## src/rtl/cfg_pkg.sv

```systemverilog
package cfg_pkg;
  localparam int unsigned M_W     = 9;
  localparam int unsigned N_W     = 2;
  localparam int unsigned T_W     = 2;
  localparam int unsigned NULL_W  = 1;
  localparam int unsigned FRAME_W = T_W + NULL_W + N_W + M_W;

  // Bit positions inside a received frame (first bit sent ends up at the top)
  localparam int unsigned M_LSB = 0;
  localparam int unsigned N_LSB = M_W;
  localparam int unsigned T_LSB = M_W + N_W + NULL_W;

  typedef enum logic [T_W-1:0] {
    TSEL_LOW   = 2'b00,
    TSEL_SDATA = 2'b01,
    TSEL_FBDIV = 2'b10,
    TSEL_OCLK  = 2'b11
  } tsel_e;

  typedef struct packed {
    logic [T_W-1:0] tsel;
    logic [N_W-1:0] n;
    logic [M_W-1:0] m;
  } cfg_word_t;
endpackage

```

## src/rtl/cfg_sync.sv

```systemverilog
module cfg_sync #(
  parameter int unsigned W       = 1,
  parameter int unsigned STAGES  = 2,
  parameter logic [W-1:0] RST_VAL = '0
) (
  input  logic         clk,
  input  logic         rst,
  input  logic [W-1:0] d_i,
  output logic [W-1:0] q_o
);
  logic [STAGES-1:0][W-1:0] chain_q;

  always_ff @(posedge clk) begin
    if (rst) begin
      for (int i = 0; i < STAGES; i++) chain_q[i] <= RST_VAL;
    end else begin
      chain_q[0] <= d_i;
      for (int i = 1; i < STAGES; i++) chain_q[i] <= chain_q[i-1];
    end
  end

  assign q_o = chain_q[STAGES-1];
endmodule

```

## src/rtl/cfg_shift.sv

```systemverilog
module cfg_shift
  import cfg_pkg::*;
(
  input  logic               clk,
  input  logic               rst,
  input  logic               ser_en_i,
  input  logic               sclk_i,
  input  logic               strobe_i,
  input  logic               sdata_i,
  output logic [FRAME_W-1:0] frame_next_o,
  output logic               commit_o
);
  logic [FRAME_W-1:0] shreg_q;
  logic               sclk_q, strobe_q;
  logic               sclk_rise, strobe_rise, shift_en;

  always_ff @(posedge clk) begin
    if (rst) begin
      sclk_q   <= 1'b0;
      strobe_q <= 1'b0;
      shreg_q  <= '0;
    end else begin
      sclk_q   <= sclk_i;
      strobe_q <= strobe_i;
      shreg_q  <= frame_next_o;
    end
  end

  assign sclk_rise   = sclk_i & ~sclk_q;
  assign strobe_rise = strobe_i & ~strobe_q;
  assign shift_en    = ser_en_i & sclk_rise;

  always_comb begin
    frame_next_o = shreg_q;
    if (shift_en) frame_next_o = {shreg_q[FRAME_W-2:0], sdata_i};
  end

  // Commit on strobe rise, or on every shift while the strobe is held high
  assign commit_o = ser_en_i & (strobe_rise | (strobe_i & sclk_rise));


  shreg_idle_chk: assert property (@(posedge clk) disable iff (rst)
    !ser_en_i |=> $stable(shreg_q));

  shreg_in_chk: assert property (@(posedge clk) disable iff (rst)
    shift_en |=> shreg_q[0] == $past(sdata_i));
endmodule

```

## src/rtl/cfg_regs.sv

```systemverilog
module cfg_regs
  import cfg_pkg::*;
#(
  parameter logic [M_W-1:0] DEF_M    = 9'd20,
  parameter logic [N_W-1:0] DEF_N    = '0,
  parameter logic [T_W-1:0] DEF_T    = '0,
  parameter int unsigned    LOCK_MIN = 10,
  parameter int unsigned    LOCK_MAX = 28
) (
  input  logic               clk,
  input  logic               rst,
  input  logic               ser_en_i,
  input  logic [M_W-1:0]     par_m_i,
  input  logic [N_W-1:0]     par_n_i,
  input  logic               commit_i,
  input  logic [FRAME_W-1:0] frame_i,
  output cfg_word_t          word_o,
  output logic               range_err_o
);
  localparam cfg_word_t DEF_WORD = '{tsel: DEF_T, n: DEF_N, m: DEF_M};

  cfg_word_t word_q, word_d;
  logic      err_q;

  always_comb begin
    word_d = word_q;
    if (!ser_en_i) begin
      word_d.m = par_m_i;
      word_d.n = par_n_i;
    end else if (commit_i) begin
      word_d.m    = frame_i[M_LSB +: M_W];
      word_d.n    = frame_i[N_LSB +: N_W];
      word_d.tsel = frame_i[T_LSB +: T_W];
    end
  end

  always_ff @(posedge clk) begin
    if (rst) begin
      word_q <= DEF_WORD;
      err_q  <= 1'b0;
    end else begin
      word_q <= word_d;
      err_q  <= (32'(word_d.m) < LOCK_MIN) || (32'(word_d.m) > LOCK_MAX);
    end
  end

  assign word_o      = word_q;
  assign range_err_o = err_q;


  rst_def_chk: assert property (@(posedge clk)
    rst |=> (word_q == DEF_WORD) && !err_q);

  word_hold_chk: assert property (@(posedge clk) disable iff (rst)
    (ser_en_i && !commit_i) |=> $stable(word_q));

  range_flag_chk: assert property (@(posedge clk) disable iff (rst)
    err_q == ((32'(word_q.m) < LOCK_MIN) || (32'(word_q.m) > LOCK_MAX)));
endmodule

```

## src/rtl/cfg_test_mux.sv

```systemverilog
module cfg_test_mux
  import cfg_pkg::*;
(
  input  logic  clk,
  input  logic  rst,
  input  logic  ser_en_i,
  input  tsel_e tsel_i,
  input  logic  sdata_i,
  input  logic  fb_div_i,
  input  logic  out_clk_i,
  output logic  test_o
);
  logic test_q, test_d;

  always_comb begin
    test_d = 1'b0;
    if (ser_en_i) begin
      unique case (tsel_i)
        TSEL_LOW:   test_d = 1'b0;
        TSEL_SDATA: test_d = sdata_i;
        TSEL_FBDIV: test_d = fb_div_i;
        TSEL_OCLK:  test_d = out_clk_i;
        default:    test_d = 1'b0;
      endcase
    end
  end

  always_ff @(posedge clk) begin
    if (rst) test_q <= 1'b0;
    else     test_q <= test_d;
  end

  assign test_o = test_q;


  test_par_low_chk: assert property (@(posedge clk) disable iff (rst)
    !ser_en_i |=> !test_q);

  test_sel_low_chk: assert property (@(posedge clk) disable iff (rst)
    (tsel_i == TSEL_LOW) |=> !test_q);

  test_sdata_chk: assert property (@(posedge clk) disable iff (rst)
    (ser_en_i && tsel_i == TSEL_SDATA) |=> test_q == $past(sdata_i));
endmodule

```

## src/rtl/synth_cfg_ctrl.sv

```systemverilog
module synth_cfg_ctrl
  import cfg_pkg::*;
#(
  parameter int unsigned SYNC_STAGES = 2,
  parameter int unsigned DEF_M       = 20,
  parameter int unsigned LOCK_MIN    = 10,
  parameter int unsigned LOCK_MAX    = 28
) (
  input  logic           clk,
  input  logic           rst,
  input  logic           par_load_n_i,
  input  logic [M_W-1:0] par_m_i,
  input  logic [N_W-1:0] par_n_i,
  input  logic           ser_clk_i,
  input  logic           ser_data_i,
  input  logic           ser_strobe_i,
  input  logic           fb_div_i,
  input  logic           out_clk_i,
  output logic [M_W-1:0] m_o,
  output logic [N_W-1:0] n_o,
  output logic           test_o,
  output logic           m_range_err_o
);
  localparam int unsigned PIN_W = 4 + M_W + N_W;
  // Load enable idles high so reset defaults survive until pins drive it low
  localparam logic [PIN_W-1:0] PIN_RST = {1'b1, {(PIN_W-1){1'b0}}};

  logic [PIN_W-1:0]   pins_raw, pins_s;
  logic               pload_n_s, sclk_s, sdata_s, strobe_s;
  logic [M_W-1:0]     pm_s;
  logic [N_W-1:0]     pn_s;
  logic [FRAME_W-1:0] frame_next;
  logic               commit;
  cfg_word_t          word;

  assign pins_raw = {par_load_n_i, ser_clk_i, ser_data_i, ser_strobe_i, par_m_i, par_n_i};

  cfg_sync #(.W(PIN_W), .STAGES(SYNC_STAGES), .RST_VAL(PIN_RST)) u_sync (
    .clk (clk),
    .rst (rst),
    .d_i (pins_raw),
    .q_o (pins_s)
  );

  assign {pload_n_s, sclk_s, sdata_s, strobe_s, pm_s, pn_s} = pins_s;

  cfg_shift u_shift (
    .clk          (clk),
    .rst          (rst),
    .ser_en_i     (pload_n_s),
    .sclk_i       (sclk_s),
    .strobe_i     (strobe_s),
    .sdata_i      (sdata_s),
    .frame_next_o (frame_next),
    .commit_o     (commit)
  );

  cfg_regs #(
    .DEF_M    (M_W'(DEF_M)),
    .DEF_N    ('0),
    .DEF_T    ('0),
    .LOCK_MIN (LOCK_MIN),
    .LOCK_MAX (LOCK_MAX)
  ) u_regs (
    .clk         (clk),
    .rst         (rst),
    .ser_en_i    (pload_n_s),
    .par_m_i     (pm_s),
    .par_n_i     (pn_s),
    .commit_i    (commit),
    .frame_i     (frame_next),
    .word_o      (word),
    .range_err_o (m_range_err_o)
  );

  cfg_test_mux u_test (
    .clk       (clk),
    .rst       (rst),
    .ser_en_i  (pload_n_s),
    .tsel_i    (tsel_e'(word.tsel)),
    .sdata_i   (sdata_s),
    .fb_div_i  (fb_div_i),
    .out_clk_i (out_clk_i),
    .test_o    (test_o)
  );

  assign m_o = word.m;
  assign n_o = word.n;


  commit_load_chk: assert property (@(posedge clk) disable iff (rst)
    commit |=> (m_o == $past(frame_next[M_W-1:0])));
endmodule

```

## config.mk

```make
export PLATFORM = sky130hd
export DESIGN_NAME = synth_cfg_ctrl
export DESIGN_NICKNAME = d
export VERILOG_FILES = /design/src/rtl/cfg_pkg.sv /design/src/rtl/cfg_sync.sv /design/src/rtl/cfg_shift.sv /design/src/rtl/cfg_regs.sv /design/src/rtl/cfg_test_mux.sv /design/src/rtl/synth_cfg_ctrl.sv
export SDC_FILE = /design/constraint.sdc
export NUM_CORES = 1
export LEC_CHECK = 0
export CAP_MARGIN = 30
export CORE_ASPECT_RATIO = 2
export CORE_MARGIN = 1.5
export CORE_UTILIZATION = 49
export DETAILED_ROUTE_END_ITERATION = 8
export PLACE_DENSITY_LB_ADDON = 0.25
export SLEW_MARGIN = 20
export SYNTH_ARGS = -nofsm -noshare
export SYNTH_HDL_FRONTEND = slang
export SYNTH_HIERARCHICAL = 1
export SYNTH_SLANG_ARGS = --single-unit
```

## constraint.sdc

```tcl
create_clock -name clk -period 1.6 [get_ports clk]
set_input_delay 0.4 -clock clk [delete_from_list [all_inputs] [get_ports clk]]
set_output_delay 0.4 -clock clk [all_outputs]
set_load 0.02 [all_outputs]
```

==> results.md <==
* CTS Buf Count at 9
* Fill cell count at 415
* Uppermost routed layer: met4
* Root cell of the clock tree: clkbuf_8
* Ports at 32
* Die Height at roughly 100 um
* VDD IR max at 866 uV
* Status: complete, but fails checks
* Leak Pwr at 0.00126 uW
* TritonCTS clock tree: built
* Total power at roughly 3400 uW
* Routed WL per cell at between 10 and 15 um
* Via Count at between 1,500 and 2,000
* Setup ws final at -0.222 ns
* Worst EP arrival at 2.04 ns
* Syn nets at 246
* RD Place Congestion at 0.779
* Vias per Instance at around 4.8
* WL final at slightly above 4000 um
* Area grow syn2layout at 22.9%
* # DRC at 0
* Period minus WS final at roughly 1.8 ns
* RSZ-0062 raised after global routing: yes
* # Max-Cap Violations at 0
* Initial DRC Count at 39
* Met3 WL at 141 um
* Kind of critical path: reg2reg
* Starting Density at 50.7%
* Die area at between 5000 and 6000 sq um
* Fin Hold WS at 0.394 ns
* CTS hold repair buffers at 0
* Synth Cell Area at about 2500 sq um
* Highest clock rate at 549 MHz
* Gr ovfl total at 0
* Buffers from clock root to sink, at most at 2
* GRT Util Overall at around 18%
* Cell count after synthesis at about 230
* Final core utilization at between 60% and 70%
* Clock sinks at 61
* Relative slew slack at 66.2%
* Max Slew Vio Count at 0
* Core outline area at 4860 sq um
* Multi-input combinational cell area at 1020 sq um
* CP max FO at 5
* HP Class: reg2reg
* Row count at 36
* Die width at between 50 and 60 um
* Failing checks: negative setup slack
* Kind of end point of the critical path: flop
* DRT met1 WL at 1600 um
* Synthesized area per cell at 10.9 sq um
* Initial antenna violation count at 0
* H-Tree Depth at 3
* Crit path required time at 1.82 ns
* Syn. warnings at 6
* Metal2 WL at roughly 2200 um
* Number of diodes at 0
* Setup Skew at 0.00624 ns
* Pwr per Cell Area at 1120 nW/um^2
* CTS clock-pin slew for the worst setup and hold paths at 0.07 ns
* Layout Nets at 282
* Setup crit start kind: flop
* Vias in the first global route at 1,475
* Port Buffers at 31
* Endpoints failing setup at 6
* DRT Pass-1 Iters at 4
* Number of hold violations in the final report at 0
* Tightest Pin Transition at 0.508 ns
* Global-route wire length before repair at around 7000 um
* Clock insertion delay at the later pin of the skew report at ~0.33 ns
* DRT antenna net count at 0
* Seq. cell area at about 1200 sq um
* Period utilization at 114%
* Layout cells sized above 1 at between 20% and 30%
* Pin count of the biggest net entering global routing at 34
* Dpl hpwl at 2920 um
-- layer usage --
layer / global-route usage [%] / vias up
met5: 0 / -
met3: 5.60 / 9
met4: 10.7 / 0
met1: 18.9 / 709
met2: 30.2 / 28
li1: - / 812
-- timing repair --
item,CTS,global route
pin swaps,2,4
endpoints found under the setup margin,24,12
resized for setup,18,7
buffers inserted,0,4
-- worst paths after layout --
path / cells past startpoint / endpoint / slack [ns] / start
max: 8 / u_regs/range_err_o$_SDFF_PP0_ / -0.22 / u_shift/sclk_q$_SDFF_PP0_
max reg2reg: 8 / u_regs/range_err_o$_SDFF_PP0_ / -0.22 / u_shift/sclk_q$_SDFF_PP0_
min: 1 / u_sync/q_o[14]$_SDFF_PP1_ / 0.39 / u_sync/chain_q[14]$_SDFF_PP1_
min reg2reg: 1 / u_sync/q_o[14]$_SDFF_PP1_ / 0.39 / u_sync/chain_q[14]$_SDFF_PP1_
-- sequential cells by signal (all words and copies together), names as in the netlist --
signal,flops
u_test/test_o,1
u_regs/word_o,13
u_shift/sclk_q,1
u_shift/shreg_q,14
u_regs/range_err_o,1
u_shift/strobe_q,1
u_sync/chain_q,15
u_sync/q_o,15
-- cell type report --
class | count | area share, %
multi-input cells | 137 | 33.7
well taps | 57 | 2.35
flip-flops and latches | 61 | 40.3
inverters | 1 | 0.124
clock inverters | 7 | 3.22
clock buffers | 9 | 4.08
repair buffers | 53 | 16.2
-- critical path: stages (launching register included) --
cell and delay [ns]:
dfxtp_2 0.32, and3b_2 0.27, buf_6 0.15, mux2_4 0.30
mux2i_1 0.16, nand2_1 0.09, o21ai_2 0.09, and4_4 0.24
a31oi_1 0.08
-- cell usage in the layout (no fill, tap or decap), drive strengths merged --
master         instances
inv                    3
or2                    3
and4                   1
buf                   23
mux2i                 26
bufinv                 2
mux2                  14
clkbuf                 9
clkdlybuf4s50         17
o21ai                  6
nand2                 11
nand2b                17
nand4b                 1
clkinv                 1
nand3                  2
a21oi                  7
a2111oi                1
nand3b                 1
a31oi                  1
and3b                  1
clkinvlp               2
a211oi                 2
nor2b                 31
dlygate4sd2           13
nor2                  11
a21o                   1
dfxtp                 61
-- where the power goes --
group / total (uW) / switching (uW) / internal [uW]
Combinational: 289 / 127 / 162
Sequential: 1590 / 18.0 / 1570
Clock: 1510 / 623 / 884
-- through the flow --
step / std cells / worst slack [ns] / setup TNS [ns] / area [sq um]
finish: 325 / -0.222 / -0.552 / 3030
global route: 325 / -0.311 / -1.48 / 3030
CTS: 322 / -0.177 / -0.472 / 2990
detailed placement: 306 / -0.233 / -0.872 / 2770
global placement: 306 / -0.203 / -0.653 / 2770
floorplan: 227 / -0.190 / -0.190 / 2470
(Power assumes the default switching activity.)
